`src/rtl/mfq_pkg.sv`:
```
package mfq_pkg;

    localparam int MFA_W     = 32;
    localparam int PF_EN_BIT = 3;
    localparam logic [MFA_W-1:0] EMPTY_MFA = '1;

    typedef enum logic [1:0] {
        SEL_BASE = 2'd0,
        SEL_HEAD = 2'd1,
        SEL_TAIL = 2'd2,
        SEL_CTRL = 2'd3
    } cfg_sel_e;

    typedef enum logic [1:0] {
        ST_IDLE,
        ST_FETCH,
        ST_PREF,
        ST_RESP
    } fsm_state_e;

    typedef struct packed {
        logic             valid;
        logic [MFA_W-1:0] mfa;
    } pf_entry_t;

endpackage

```
`src/rtl/mfq_ptr_regs.sv`:
```
module mfq_ptr_regs
    import mfq_pkg::*;
#(
    parameter int ADDR_W = 32,
    parameter int OFF_W  = 12
) (
    input  logic              clk,
    input  logic              rst,
    input  logic              cfg_we,
    input  logic [1:0]        cfg_sel,
    input  logic [ADDR_W-1:0] cfg_wdata,
    input  logic              tail_adv,
    output logic [ADDR_W-1:0] base_addr,
    output logic [OFF_W-1:0]  head_q,
    output logic [OFF_W-1:0]  tail_q,
    output logic              pf_en,
    output logic              empty,
    output logic              sw_inval
);
    localparam int BASE_W = ADDR_W - OFF_W;
    localparam logic [OFF_W-1:0] STEP = OFF_W'(4);

    logic [BASE_W-1:0] base_hi;
    logic [OFF_W-1:0]  off_wr;
    cfg_sel_e          sel;
    logic              unused_lowbits;

    assign sel            = cfg_sel_e'(cfg_sel);
    assign off_wr         = {cfg_wdata[OFF_W-1:2], 2'b00};
    assign unused_lowbits = ^cfg_wdata[1:0];

    always_ff @(posedge clk) begin
        if (rst) begin
            base_hi <= '0;
            head_q  <= '0;
            tail_q  <= '0;
            pf_en   <= 1'b0;
        end else begin
            if (cfg_we && sel == SEL_BASE) base_hi <= cfg_wdata[ADDR_W-1:OFF_W];
            if (cfg_we && sel == SEL_HEAD) head_q  <= off_wr;
            if (cfg_we && sel == SEL_CTRL) pf_en   <= cfg_wdata[PF_EN_BIT];
            if (cfg_we && sel == SEL_TAIL) tail_q  <= off_wr;
            else if (tail_adv)             tail_q  <= tail_q + STEP;
        end
    end

    assign base_addr = {base_hi, {OFF_W{1'b0}}};
    assign empty     = (head_q == tail_q);
    assign sw_inval  = cfg_we && (sel != SEL_CTRL || !cfg_wdata[PF_EN_BIT]);

endmodule

```
`src/rtl/mfq_prefetch_buf.sv`:
```
module mfq_prefetch_buf
    import mfq_pkg::*;
(
    input  logic             clk,
    input  logic             rst,
    input  logic             inval,
    input  logic             load,
    input  logic [MFA_W-1:0] load_mfa,
    input  logic             consume,
    output logic             valid,
    output logic [MFA_W-1:0] mfa
);
    pf_entry_t ent_q;

    always_ff @(posedge clk) begin
        if (rst) begin
            ent_q <= '0;
        end else if (inval || consume) begin
            ent_q.valid <= 1'b0;
        end else if (load) begin
            ent_q.valid <= 1'b1;
            ent_q.mfa   <= load_mfa;
        end
    end

    assign valid = ent_q.valid;
    assign mfa   = ent_q.mfa;

endmodule

```
`src/rtl/mfq_ctrl_fsm.sv`:
```
module mfq_ctrl_fsm
    import mfq_pkg::*;
#(
    parameter int ADDR_W = 32,
    parameter int OFF_W  = 12
) (
    input  logic              clk,
    input  logic              rst,
    input  logic              pop_valid,
    output logic              pop_ready,
    output logic [MFA_W-1:0]  pop_data,
    output logic              mem_req,
    output logic [ADDR_W-1:0] mem_addr,
    input  logic              mem_rvalid,
    input  logic [MFA_W-1:0]  mem_rdata,
    input  logic [ADDR_W-1:0] base_addr,
    input  logic [OFF_W-1:0]  tail_q,
    input  logic              empty,
    input  logic              inval,
    input  logic              pf_valid,
    input  logic [MFA_W-1:0]  pf_mfa,
    output logic              pf_load,
    output logic              pf_consume,
    output logic              tail_adv
);
    fsm_state_e        state;
    logic [MFA_W-1:0]  resp_q;
    logic [ADDR_W-1:0] addr_q;
    logic              kill_q;
    logic              pf_hit;
    logic              pf_good;
    logic [ADDR_W-1:0] fetch_addr;

    assign fetch_addr = base_addr | {{(ADDR_W-OFF_W){1'b0}}, tail_q};
    assign pf_hit     = pf_valid && !inval;
    assign pf_good    = (state == ST_PREF) && mem_rvalid && !kill_q && !inval;

    always_ff @(posedge clk) begin
        if (rst) begin
            state  <= ST_IDLE;
            resp_q <= '0;
            addr_q <= '0;
            kill_q <= 1'b0;
        end else begin
            case (state)
                ST_IDLE: begin
                    if (pop_valid) begin
                        if (empty) begin
                            resp_q <= EMPTY_MFA;
                            state  <= ST_RESP;
                        end else if (pf_hit) begin
                            resp_q <= pf_mfa;
                            state  <= ST_RESP;
                        end else begin
                            addr_q <= fetch_addr;
                            state  <= ST_FETCH;
                        end
                    end else if (!pf_valid && !inval) begin
                        addr_q <= fetch_addr;
                        kill_q <= 1'b0;
                        state  <= ST_PREF;
                    end
                end
                ST_FETCH: begin
                    if (mem_rvalid) begin
                        resp_q <= mem_rdata;
                        state  <= ST_RESP;
                    end
                end
                ST_PREF: begin
                    if (inval) kill_q <= 1'b1;
                    if (mem_rvalid) begin
                        if (pf_good && pop_valid) begin
                            resp_q <= mem_rdata;
                            state  <= ST_RESP;
                        end else begin
                            state  <= ST_IDLE;
                        end
                    end
                end
                default: state <= ST_IDLE;
            endcase
        end
    end

    assign pop_ready  = (state == ST_RESP);
    assign pop_data   = resp_q;
    assign mem_req    = (state == ST_FETCH) || (state == ST_PREF);
    assign mem_addr   = addr_q;
    assign pf_consume = (state == ST_IDLE) && pop_valid && !empty && pf_hit;
    assign pf_load    = pf_good && !pop_valid;
    assign tail_adv   = pf_consume
                     || ((state == ST_FETCH) && mem_rvalid)
                     || (pf_good && pop_valid);

endmodule

```
`src/rtl/mfq_freelist.sv`:
```
module mfq_freelist
    import mfq_pkg::*;
#(
    parameter int ADDR_W = 32,
    parameter int OFF_W  = 12
) (
    input  logic              clk,
    input  logic              rst,
    input  logic              cfg_we,
    input  logic [1:0]        cfg_sel,
    input  logic [ADDR_W-1:0] cfg_wdata,
    output logic [OFF_W-1:0]  head_ptr,
    output logic [OFF_W-1:0]  tail_ptr,
    input  logic              pop_valid,
    output logic              pop_ready,
    output logic [31:0]       pop_data,
    output logic              mem_req,
    output logic [ADDR_W-1:0] mem_addr,
    input  logic              mem_rvalid,
    input  logic [31:0]       mem_rdata
);
    logic [ADDR_W-1:0] base_addr;
    logic              pf_en, empty, sw_inval, inval;
    logic              tail_adv, pf_load, pf_consume, pf_valid;
    logic [MFA_W-1:0]  pf_mfa;

    assign inval = sw_inval || !pf_en || empty;

    mfq_ptr_regs #(.ADDR_W(ADDR_W), .OFF_W(OFF_W)) u_regs (
        .clk(clk), .rst(rst), .cfg_we(cfg_we), .cfg_sel(cfg_sel),
        .cfg_wdata(cfg_wdata), .tail_adv(tail_adv), .base_addr(base_addr),
        .head_q(head_ptr), .tail_q(tail_ptr), .pf_en(pf_en),
        .empty(empty), .sw_inval(sw_inval)
    );

    mfq_prefetch_buf u_pf (
        .clk(clk), .rst(rst), .inval(inval), .load(pf_load),
        .load_mfa(mem_rdata), .consume(pf_consume),
        .valid(pf_valid), .mfa(pf_mfa)
    );

    mfq_ctrl_fsm #(.ADDR_W(ADDR_W), .OFF_W(OFF_W)) u_fsm (
        .clk(clk), .rst(rst), .pop_valid(pop_valid), .pop_ready(pop_ready),
        .pop_data(pop_data), .mem_req(mem_req), .mem_addr(mem_addr),
        .mem_rvalid(mem_rvalid), .mem_rdata(mem_rdata),
        .base_addr(base_addr), .tail_q(tail_ptr), .empty(empty),
        .inval(inval), .pf_valid(pf_valid), .pf_mfa(pf_mfa),
        .pf_load(pf_load), .pf_consume(pf_consume), .tail_adv(tail_adv)
    );

endmodule

```
`config.mk`:
```
export PLATFORM = sky130hd
export DESIGN_NAME = mfq_freelist
export DESIGN_NICKNAME = d
export VERILOG_FILES = /design/src/rtl/mfq_pkg.sv /design/src/rtl/mfq_ptr_regs.sv /design/src/rtl/mfq_prefetch_buf.sv /design/src/rtl/mfq_ctrl_fsm.sv /design/src/rtl/mfq_freelist.sv
export SDC_FILE = /design/constraint.sdc
export NUM_CORES = 1
export LEC_CHECK = 0
export BUFFER_PORTS_ARGS = -buffer_cell sky130_fd_sc_hd__clkbuf_2
export CAP_MARGIN = 15
export CORE_ASPECT_RATIO = 1.2
export CORE_MARGIN = 4
export CORE_UTILIZATION = 25
export DETAILED_ROUTE_END_ITERATION = 7
export PLACE_DENSITY = 0.52
export SYNTH_ARGS = -nofsm -noshare
export SYNTH_HDL_FRONTEND = slang
export SYNTH_HIERARCHICAL = 1
export SYNTH_SLANG_ARGS = --single-unit
```
`constraint.sdc`:
```
create_clock -name clk -period 3 [get_ports clk]
set_input_delay 0.75 -clock clk [delete_from_list [all_inputs] [get_ports clk]]
set_output_delay 0.75 -clock clk [all_outputs]
set_load 0.005 [all_outputs]
```
-- Word-level counts from Yosys, hierarchy flattened
Cells that the tools add are included.
- register bits after elaboration: 143
- input port bits: 71
- output and inout bits: 90
- word-level logic and storage cells: 101
- add/subtract/negate cells: 1
- equality and inequality tests: 19
- mux-type cells: 25
- bitwise gates (word level): 2
- reductions and logical operators: 43
- operators by type and width (operator ; count):
    $mux W32 ; 10
    $pmux W32 S3 ; 1
    $or A32 B12 Y32 ; 1
    $mux W12 ; 2
    $logic_and A1 B1 Y1 ; 16
    $ne A2 B2 Y1 const B ; 8
    $mux W2 ; 7
    $add A12 B3 Y12 const B ; 1
    $eq A12 B12 Y1 ; 1
    $eq A2 B2 Y1 const B ; 4
    $reduce_and A4 Y1 ; 2
    $logic_not A1 Y1 ; 7
    $logic_or A1 B1 Y1 ; 7
    $ne A3 B2 Y1 const B ; 2
    $pmux W2 S3 ; 1
    $reduce_and A6 Y1 ; 1
    $reduce_bool A2 Y1 ; 3
    $eq A2 B1 Y1 const B ; 2
    $logic_not A2 Y1 ; 2
    $ne A2 B1 Y1 const B ; 2
    $reduce_or A2 Y1 ; 2
    $mux W1 ; 3
    $reduce_and A3 Y1 ; 1
    $reduce_bool A3 Y1 ; 1
    3 further kinds ; 3

-- Logic depth before layout (Yosys ltp)
Gate-level depths: netlist of the first run.
- depth in word-level cells: 12
- depth in mapped cells: 13
- mapped depth without buffers: 11

-- By module
The synthesis of the first run kept the hierarchy.
- by module, submodules not included (module ; instances ; cells an instance ; area each (µm²) ; sequential area each (µm²)):
    mfq_ctrl_fsm ; 1 ; 365 ; 2932.8 ; 1341.3
    mfq_ptr_regs ; 1 ; 234 ; 1875.5 ; 820.8
    mfq_prefetch_buf ; 1 ; 143 ; 1502.7 ; 660.6
    mfq_freelist ; 1 ; 1 ; 8.8 ; 0.0

-- Worst setup path before layout of the first run
Ideal clock, no wire load.
- path type: register to register
- from: reg u_regs.tail_q[2]
- to: reg u_regs.tail_q[7]
- setup time: 140 ps
- data arrival time: 2607 ps
- required time: 2860 ps
- path slack: 253 ps
- cell stages (with the launch flop): 12
- buffers on the path: 1
- period minus slack after synthesis: 2747 ps
- cells stage by stage: dfxtp_1 xnor2_1 nand4_1 nor4_1 or3b_1 and4bb_1 a221o_1 buf_4 and3_1 nand4_1 xor2_1 a211oi_1
- longest elaborated chain between the ends: 8
- elaborated cells on any way between the ends: 15
- those cells by class: add/sub: 1; eq/ne: 1; mux: 2; reduce/logical: 11
- ends and longest elaborated chain (what ; RTL line ; text):
    start, declared ; mfq_ptr_regs.sv:15 ; output logic [OFF_W-1:0] tail_q,
    start signal, assigned ; mfq_ptr_regs.sv:42 ; if (cfg_we && sel == SEL_TAIL) tail_q <= off_wr;
    start signal, assigned ; mfq_ptr_regs.sv:43 ; else if (tail_adv) tail_q <= tail_q + STEP;
    $eq A12 B12 Y1 * ; mfq_ptr_regs.sv:48 ; assign empty = (head_q == tail_q);
    via empty ; mfq_freelist.sv:23 ; logic pf_en, empty, sw_inval, inval;
    $logic_or A1 B1 Y1 * ; mfq_freelist.sv:27 ; assign inval = sw_inval || !pf_en || empty;
    via inval ; mfq_freelist.sv:23 ;
    $logic_not A1 Y1 * ; mfq_ctrl_fsm.sv:35, mfq_ctrl_fsm.sv:36 ;
    $logic_and A1 B1 Y1 ; mfq_ctrl_fsm.sv:35 ; assign pf_hit = pf_valid && !inval;
    $logic_and A1 B1 Y1 ; mfq_ctrl_fsm.sv:90 ; assign pf_consume = (state == ST_IDLE) && pop_valid && !empty && pf_hit;
    $logic_or A1 B1 Y1 ; mfq_ctrl_fsm.sv:93 ; || ((state == ST_FETCH) && mem_rvalid)
    $logic_or A1 B1 Y1 * ; mfq_ctrl_fsm.sv:94 ; || (pf_good && pop_valid);
    via tail_adv ; mfq_freelist.sv:24 ; logic tail_adv, pf_load, pf_consume, pf_valid;
    $reduce_bool A2 Y1 (no source line) * ; -- ;
Mark *: on every way through the listed nets, which the timed path passes. The rest lies on a longest branch. The select of a mux whose other input is x is not followed.
A chain may end at the register's enable or synchronous reset.

-- Worst setup path in the final report of the first run
- from: reg u_regs.tail_q[6]
- to: reg u_regs.tail_q[7]
Same word-level chain as after synthesis.

==> flow_summary.yaml, run 1 <==
place:
  post-place-cells: 1195
  hpwlAfterDp_um: 11700
  gp_congestion: 0.722
  io_buffers: 154
sta:
  skew_ns: 0.0125
  maxSlewHeadroom_pct: 45.3
  fmax_mhz: 357
  slew_violations: 0
  hold_viol: 0
  period_needed_ns: 2.80
  rsz0062_at_grt: "false"
  holdWs_ns: 0.449
  worst_pin_slew_ns: 0.818
  period_share_pct: 93.3
  setup_tns_ns: 0
  setup-violations-final: 0
setup_path:
  startpoint_type: "flip-flop"
  end_kind: "flip-flop"
  path_buf_inv: 0
  arrival_ns: 3.06
  slowest_delay_ns: 0.43
  path_delay_family: "simple AND/OR/NAND/NOR gates"
  crit_path_top_delay_cell: "nor4_1"
  critPathKind: "reg -> reg"
  cp.required_ns: 3.26
  crit_chain: "xnor2_1 -> nand4_1 -> nor4_1 -> or3b_1 -> and4bb_1 -> a221o_1 -> and3_1 -> nand4_1 -> xor2_1 -> a211oi_1"
  path_max_fanout: 5
  critPathMostFrequentCell: "nand4_1"
logic_synthesis:
  syn_area_per_cell_um2: 8.51
  yosys_most_used_dff: "dfxtp_1"
  synth-edff-count: 0
  synth.distinct_cells: 50
  yosysMostFrequentCell: "dfxtp_1"
  async_flop_share_pct: 0
  yosysSeqAreaShare_pct: 44.7
  netlist_area_um2: 6320
  synth-seq-cells: 141
  synth_top_area_cell: "dfxtp_1"
  synthTopCellsByArea: "dfxtp_1 (45%), a21oi_1 (6.7%), nand2_1 (6.4%)"
  synthesis.yosys.warnings: 6
  synth_top_area_share_pct: 44.7
  synthCells: 743
  synthTopCellsByCount: "dfxtp_1 (141), nand2_1 (108), a21oi_1 (85), nand2b_1 (64), clkbuf_1 (45)"
grt:
  grt_pass1_wl_um: 28800
  grt-ovfl-total: 0
  grt_use_total_pct: 12.7
  antenna_found_initial: 0
  grt_max_degree: 106
  first_global_vias: 5433
clock_tree:
  cts_resized: 0
  clock_path_buffers: 2
  cts_htree_levels: 4
  cts_setup_buffers: 0
  clk_latency_ns: 0.42
  clock-sinks: 141
  root_buffer: "clkbuf_16"
  cts_tree: "built"
  path_clk_slew_ns: 0.06
  hold_buffers: 0
  cts_made_buffers: 17
pwr:
  p_per_area_nw_per_um2: 849
  cellLeakagePower_uw: 0.00316
  ir_drop_mv: 0.373
  p_total_uw: 6880
floorplanning:
  initial_core_util_pct: 25.5
  fp.coreArea_um2: 24800
  die_y_um: 182
  std_cell_rows: 63
  die_area_um2: 27900
  io_pins: 161
  die_w_um: 153
drt:
  drt_pass1_iterations: 4
  drt-vias-per-instance: 4.52
  wl_per_cell_um: 14.4
  drc: 0
  postRouteWirelength_um: 17700
  drtAntennaViolNets: 0
  vias: 5536
  dr.first_iter.drc_count: 228
layout:
  nNetsFinal: 965
  fillers: 2674
  antenna_cells: 0
  fin_util_pct: 32.6
  seqCellArea_um2: 2820
  syn2layout_area_growth_pct: 28.2
  instances_no_fill: 1225
  multi_input_area_um2: 3130
  layout-drive-gt1-share_pct: 25.7
status:
  status: "complete, no violations"
run:
  drv_cap: 0
min_path:
  hold_path_class: "reg -> reg"
-- cell usage in the layout (no fill, tap or decap), types with 4 or more instances in the layout --
cell       instances
nor3_1            26
ha_1               5
a21oi_1           85
nand2b_1          64
buf_12             5
o22ai_1           31
o21ai_0           28
xnor2_1           12
nand2_1          108
dfxtp_1          141
nand3_1            5
buf_4             29
inv_1              5
nor2_1            28
nand4_1            4
clkbuf_2         153
clkbuf_16         17
or3_1             34
bufinv_16          5
xor2_1             6
mux2i_1           34
o21ai_1            7
nor2b_1            6
conb_1            16
a211oi_1           8
-- metrics by stage --
| step | cell area [um2] | worst slack, ns |
|---|---|---|
| finish | 8100 | 0.201 |
| global route | 8100 | 0.0418 |
| CTS | 8100 | 0.213 |
| detailed placement | 7460 | 0.0213 |
| global placement | 7460 | 0.0425 |
| floorplan | 6380 | 0.253 |
-- final timing paths --
path                                         from                              end  slack (ns)  depth (start not counted)
setup reg to reg    u_regs/tail_q[6]$_SDFFE_PP0P_    u_regs/tail_q[7]$_SDFFE_PP0P_        0.20                         10
hold / removal    u_regs/base_hi[18]$_SDFFE_PP0P_  u_fsm/mem_addr[30]$_SDFFE_PP0P_        0.45                          2
setup / recovery    u_regs/tail_q[6]$_SDFFE_PP0P_    u_regs/tail_q[7]$_SDFFE_PP0P_        0.20                         10
hold reg to reg   u_regs/base_hi[18]$_SDFFE_PP0P_  u_fsm/mem_addr[30]$_SDFFE_PP0P_        0.45                          2
-- sequential cells by signal, summed over array words and instances, names as in the netlist --
name / cells
u_pf/valid: 1
u_pf/mfa: 32
u_fsm/kill_q: 1
u_regs/base_hi: 20
u_regs/tail_q: 10
u_fsm/pop_data: 32
u_regs/pf_en: 1
u_fsm/mem_addr: 32
u_fsm/state: 2
u_regs/head_q: 10
-- cell type report --
class / count / area share (%)
tap: 325 / 5.02
clock inverter: 11 / 2.35
timing repair buffer: 187 / 13.4
sequential: 141 / 34.8
clock buffer: 19 / 5.59
inverter: 5 / 0.232
multi-input combinational: 537 / 38.6
-- per-layer routing --
layer	wire [um]	share of wire [%]	track usage [%]
met3	932	5.3	3.84
met2	8430	48	21.5
met1	8170	46	15.6
met5	0	0	0
met4	163	0.92	3.89
-- power breakdown --
part           switching [uW]  internal [uW]
combinational            1320            933
clock                     844           1510
sequential                132           2140
-- worst reg2reg max path, delay by kind of cell (launching register included) --
family / cells / cell delay (ns)
AO/OA/AOI/OAI: 2 / 0.49
XOR/XNOR: 2 / 0.41
flip-flops: 1 / 0.33
AND/OR/NAND/NOR: 6 / 1.42
-- kinds of logic after synthesis --
family / count (synthesis) / share of synthesized area [%]
buffers and inverters: 80 / 7.09
adders and majority gates: 5 / 0.990
xor gates and xnor gates: 18 / 2.49
and+or+nand+nor: 292 / 23.6
muxes: 35 / 5.56
DFF: 141 / 44.7
other: 1 / 0.0593
AOI/OAI and AO/OA: 171 / 15.6
Power figures use the tool's default switching activity.
==> inputs of run 2 (changes only) <==
--- a/config.mk
+++ b/config.mk
@@ -10,6 +10,7 @@
 export CORE_ASPECT_RATIO = 1.2
 export CORE_MARGIN = 4
 export CORE_UTILIZATION = 25
+export CTS_BUF_LIST = sky130_fd_sc_hd__clkbuf_16
 export DETAILED_ROUTE_END_ITERATION = 7
 export PLACE_DENSITY = 0.52
 export SYNTH_ARGS = -nofsm -noshare
==> flow_summary.yaml, run 2 (synthesis gave the netlist of run 1 again) <==
grt:
  grt_max_degree: 106
  grt_pass1_wl_um: 28800
  grt-ovfl-total: 0
  grt_use_total_pct: 12.7
  first_global_vias: 5428
  antenna_found_initial: 0
drt:
  drtAntennaViolNets: 0
  dr.first_iter.drc_count: 226
  drt_pass1_iterations: 4
  drc: 0
  wl_per_cell_um: 14.4
  vias: 5553
  drt-vias-per-instance: 4.53
  postRouteWirelength_um: 17700
run:
  drv_cap: 0
sta:
  period_share_pct: 93.1
  maxSlewHeadroom_pct: 45.8
  worst_pin_slew_ns: 0.809
  setup-violations-final: 0
  slew_violations: 0
  period_needed_ns: 2.79
  fmax_mhz: 358
  setup_tns_ns: 0
  hold_viol: 0
  skew_ns: 0.0128
  setup_ws_ns: 0.208
  rsz0062_at_grt: "false"
setup_path:
  crit_path_top_delay_cell: "nor4_1"
  end_kind: "flip-flop"
  cp.required_ns: 3.26
  startpoint_type: "flip-flop"
  crit_chain: "xnor2_1 -> nand4_1 -> nor4_1 -> or3b_1 -> and4bb_1 -> a221o_1 -> and3_1 -> nand4_1 -> xor2_1 -> a211oi_1"
  path_max_fanout: 5
  critPathLaunch: "u_regs/tail_q[6]$_SDFFE_PP0P_"
  slowest_delay_ns: 0.43
  critPathMostFrequentCell: "nand4_1"
  r2r-start: "u_regs/tail_q[6]$_SDFFE_PP0P_"
  critPathKind: "reg -> reg"
  arrival_ns: 3.05
place:
  hpwlAfterDp_um: 11700
  io_buffers: 154
  post-place-ws_ns: 0.0213
  gp_congestion: 0.722
pwr:
  power_switching_uw: 2290
  switching_share_pct: 33.6
  pwr-share-comb_pct: 33.0
  cellLeakagePower_uw: 0.00315
  p_int_uw: 4530
  p_per_area_nw_per_um2: 844
  power_frac_clock_pct: 33.7
  p_total_uw: 6820
  p_seq_share_pct: 33.3
  ir_drop_mv: 0.371
clock_tree:
  clock-sinks: 141
  clock_path_buffers: 2
  cts_made_buffers: 17
  hold_buffers: 0
  cts_setup_buffers: 0
  path_clk_slew_ns: 0.06
  cts_tree: "built"
  cts_resized: 0
  root_buffer: "clkbuf_16"
  clk_latency_ns: 0.42
  cts_htree_levels: 4
layout:
  layout-drive-gt1-share_pct: 25.4
  final_cell_mix: "clkbuf_2 (153), dfxtp_1 (141), nand2_1 (108)"
  fillers: 2672
  mostFrequentLayoutCell: "clkbuf_2"
  antenna_cells: 0
  syn2layout_area_growth_pct: 27.9
  nNetsFinal: 965
min_path:
  hold_path_class: "reg -> reg"
  worstHoldStart: "u_regs/base_hi[18]$_SDFFE_PP0P_"
status:
  status: "complete, no violations"
floorplanning:
  std_cell_rows: 63
  die_y_um: 182
  fp.coreArea_um2: 24800
  initial_core_util_pct: 25.5
  io_pins: 161
  die_area_um2: 27900
  die_w_um: 153
-- run 2: metrics by stage --
step | utilization [%] | hold WS [ns] | instances | instance area [um2]
floorplan | - | 0.432 | 758 | 6380
global placement | 30.0 | 0.438 | 1195 | 7460
detailed placement | 30.0 | 0.444 | 1195 | 7460
CTS | 32.6 | 0.452 | 1225 | 8080
global route | 32.6 | 0.474 | 1225 | 8080
finish | 32.6 | 0.449 | 1225 | 8080
-- run 2: path summary, 6_finish.rpt --
kind                                                        end  slack, ns  cells after the start
worst max-delay path              u_regs/tail_q[7]$_SDFFE_PP0P_       0.21                     10
worst min-delay path            u_fsm/mem_addr[30]$_SDFFE_PP0P_       0.45                      2
worst max register to register    u_regs/tail_q[7]$_SDFFE_PP0P_       0.21                     10
worst min register to register  u_fsm/mem_addr[30]$_SDFFE_PP0P_       0.45                      2
-- run 2: power groups by stage --
stage | clock, uW | sequential, uW | combinational, uW
global route | 2450 | 2310 | 2530
finish | 2300 | 2270 | 2250
global placement | 0 | 2310 | 2290
floorplan | 0 | 2330 | 1420
CTS | 2380 | 2280 | 2310
detailed placement | 0 | 2320 | 2300
-- run 2: critical path: cells and delay by family, from the launching register on --
kind,cells,cell delay (ns)
AND/OR/NAND/NOR,6,1.42
AO/OA/AOI/OAI,2,0.49
XOR/XNOR,2,0.41
flip-flops,1,0.33
-- run 2: final cells by class --
cell class / instances / area, um2 / area share (%)
Clock buffer: 17 / 425 / 5.26
Clock inverter: 13 / 198 / 2.45
Inverter: 5 / 18.8 / 0.232
Multi-Input combinational cell: 537 / 3130 / 38.7
Sequential cell: 141 / 2820 / 34.9
Tap cell: 325 / 407 / 5.03
Timing Repair Buffer: 187 / 1080 / 13.4
-- run 2: routing by layer --
layer	vias up	global-route usage, %	wire, um
met5	-	0	0
met1	2579	15.6	8130
li1	2819	-	-
met4	0	3.89	173
met2	147	21.5	8400
met3	8	3.84	971
==> inputs of run 3 (changes only) <==
--- a/config.mk
+++ b/config.mk
@@ -12,7 +12,8 @@
 export CORE_UTILIZATION = 25
 export CTS_BUF_LIST = sky130_fd_sc_hd__clkbuf_16
 export DETAILED_ROUTE_END_ITERATION = 7
-export PLACE_DENSITY = 0.52
+export GPL_ROUTABILITY_DRIVEN = 0
+export PLACE_DENSITY = 0.42
 export SYNTH_ARGS = -nofsm -noshare
 export SYNTH_HDL_FRONTEND = slang
 export SYNTH_HIERARCHICAL = 1
==> flow_summary.yaml, run 3 (synthesis gave the netlist of run 1 again) <==
setup_path:
  path_max_fanout: 43
  crit_path_top_delay_cell: "or3b_1"
  r2r-start: "u_regs/head_q[5]$_SDFFE_PP0P_"
  arrival_ns: 3.07
  path_delay_family: "simple AND/OR/NAND/NOR gates"
  reg2reg_depth: 9
  r2r-end: "u_fsm/pop_data[31]$_SDFFE_PP0P_"
  end_kind: "flip-flop"
  cp.required_ns: 3.35
  rrSetupSlack_ns: 0.27
  startpoint_type: "flip-flop"
  slowest_delay_ns: 0.44
  critPathKind: "reg -> reg"
  crit_chain: "xor2_1 -> nor4_2 -> or3b_1 -> buf_4 -> nand2b_4 -> a311o_4 -> buf_12 -> or3_1 -> a21oi_1"
  path_buf_inv: 2
layout:
  fin_util_pct: 32.8
  syn2layout_area_growth_pct: 28.9
  design_area_um2: 8150
  final_cell_mix: "clkbuf_2 (153), dfxtp_1 (141), nand2_1 (108)"
  nNetsFinal: 971
  mostFrequentLayoutCell: "clkbuf_2"
  layout-drive-gt1-share_pct: 26.4
  antenna_cells: 0
clock_tree:
  clock_path_buffers: 2
  clock-sinks: 141
  cts_htree_levels: 4
  clk_latency_ns: 0.42
  cts_tree: "built"
  cts_made_buffers: 17
  cts_resized: 0
  cts_setup_buffers: 0
  root_buffer: "clkbuf_16"
  path_clk_slew_ns: 0.07
  hold_buffers: 0
place:
  hpwlAfterDp_um: 12400
  dpl_cell_area_um2: 7540
  io_buffers: 154
min_path:
  hold_path_depth: 2
  hold_path_class: "reg -> reg"
  hold_end: "u_fsm/mem_addr[25]$_SDFFE_PP0P_"
  worstHoldStart: "u_regs/base_hi[13]$_SDFFE_PP0P_"
status:
  status: "complete, no violations"
sta:
  setup-violations-final: 0
  maxSlewHeadroom_pct: 45.4
  hold_viol: 0
  period_needed_ns: 2.73
  skew_ns: 0.0108
  rsz0062_at_grt: "false"
  setup_tns_ns: 0
  fmax_mhz: 366
  slew_violations: 0
  period_share_pct: 91.0
  worst_pin_slew_ns: 0.816
floorplanning:
  die_area_um2: 27900
  fp.coreArea_um2: 24800
  initial_core_util_pct: 25.5
  die_w_um: 153
  die_y_um: 182
  io_pins: 161
  std_cell_rows: 63
grt:
  grt_use_total_pct: 13.5
  antenna_found_initial: 0
  first_global_vias: 5685
  grt-ovfl-total: 0
  grt_max_degree: 66
  grt_pass1_wl_um: 30800
pwr:
  p_total_uw: 6790
  p_per_area_nw_per_um2: 833
  ir_drop_mv: 0.350
  cellLeakagePower_uw: 0.00317
drt:
  drtAntennaViolNets: 0
  vias: 5485
  drt_pass1_iterations: 4
  drt-vias-per-instance: 4.45
  postRouteWirelength_um: 18600
  drc: 0
  dr.first_iter.drc_count: 167
  wl_per_cell_um: 15.1
run:
  drv_cap: 0
-- run 3: changes by cell type in the layout (fill, tap and decap cells not counted), sizes merged --
cell,change
buf,+6
inv,+7
bufinv,-4
clkinvlp,+2
clkinv,-3
-- run 3: metrics by stage --
stage	hold WS, ns	setup WS [ns]	std cells
6_report	0.448	0.270	1233
3_3_place_gp	0.439	0.0234	1201
5_1_grt	0.475	0.0561	1233
4_1_cts	0.450	0.124	1233
3_5_place_dp	0.443	0.0104	1201
2_1_floorplan	0.432	0.253	758
-- run 3: metal layers --
metal	global-route usage (%)	share of wire (%)	wire (um)
met5	0	0	0
met3	4.53	6.6	1230
met2	22.9	47	8710
met1	16.4	45	8430
met4	3.32	1.1	205
-- run 3: layout make-up --
class	instances	area, um2
fillers	2712	16700
multi-input cells	537	3130
flip-flops and latches	141	2820
repair buffers	193	1170
clock buffers	17	425
well taps	325	407
clock inverters	15	174
inverters	5	18.8
-- run 3: tightest hold or removal path, cell delays in order, from the launching register on --
cell and delay, ns:
dfxtp_1 0.31, nand2_1 0.05, a21oi_1 0.05
-- run 3: how the worst max path moves through the flow --
stage / start / to / slack (ns) / cells after the start
2_1_floorplan: u_regs/tail_q[2]$_SDFFE_PP0P_ / u_regs/tail_q[7]$_SDFFE_PP0P_ / 0.25 / 11
3_3_place_gp: cfg_we / u_fsm/pop_data[31]$_SDFFE_PP0P_ / 0.02 / 10
3_5_place_dp: cfg_we / u_fsm/pop_data[30]$_SDFFE_PP0P_ / 0.01 / 10
4_1_cts: u_regs/head_q[6]$_SDFFE_PP0P_ / u_regs/tail_q[7]$_SDFFE_PP0P_ / 0.12 / 10
5_1_grt: u_regs/head_q[5]$_SDFFE_PP0P_ / u_regs/tail_q[11]$_SDFFE_PP0P_ / 0.06 / 10
6_report: u_regs/head_q[5]$_SDFFE_PP0P_ / u_fsm/pop_data[31]$_SDFFE_PP0P_ / 0.27 / 9
-- run 3: power by group --
part | switching, uW | total, uW | internal (uW)
registers | 136 | 2270 | 2140
logic | 1360 | 2350 | 991
clock network | 977 | 2170 | 1190
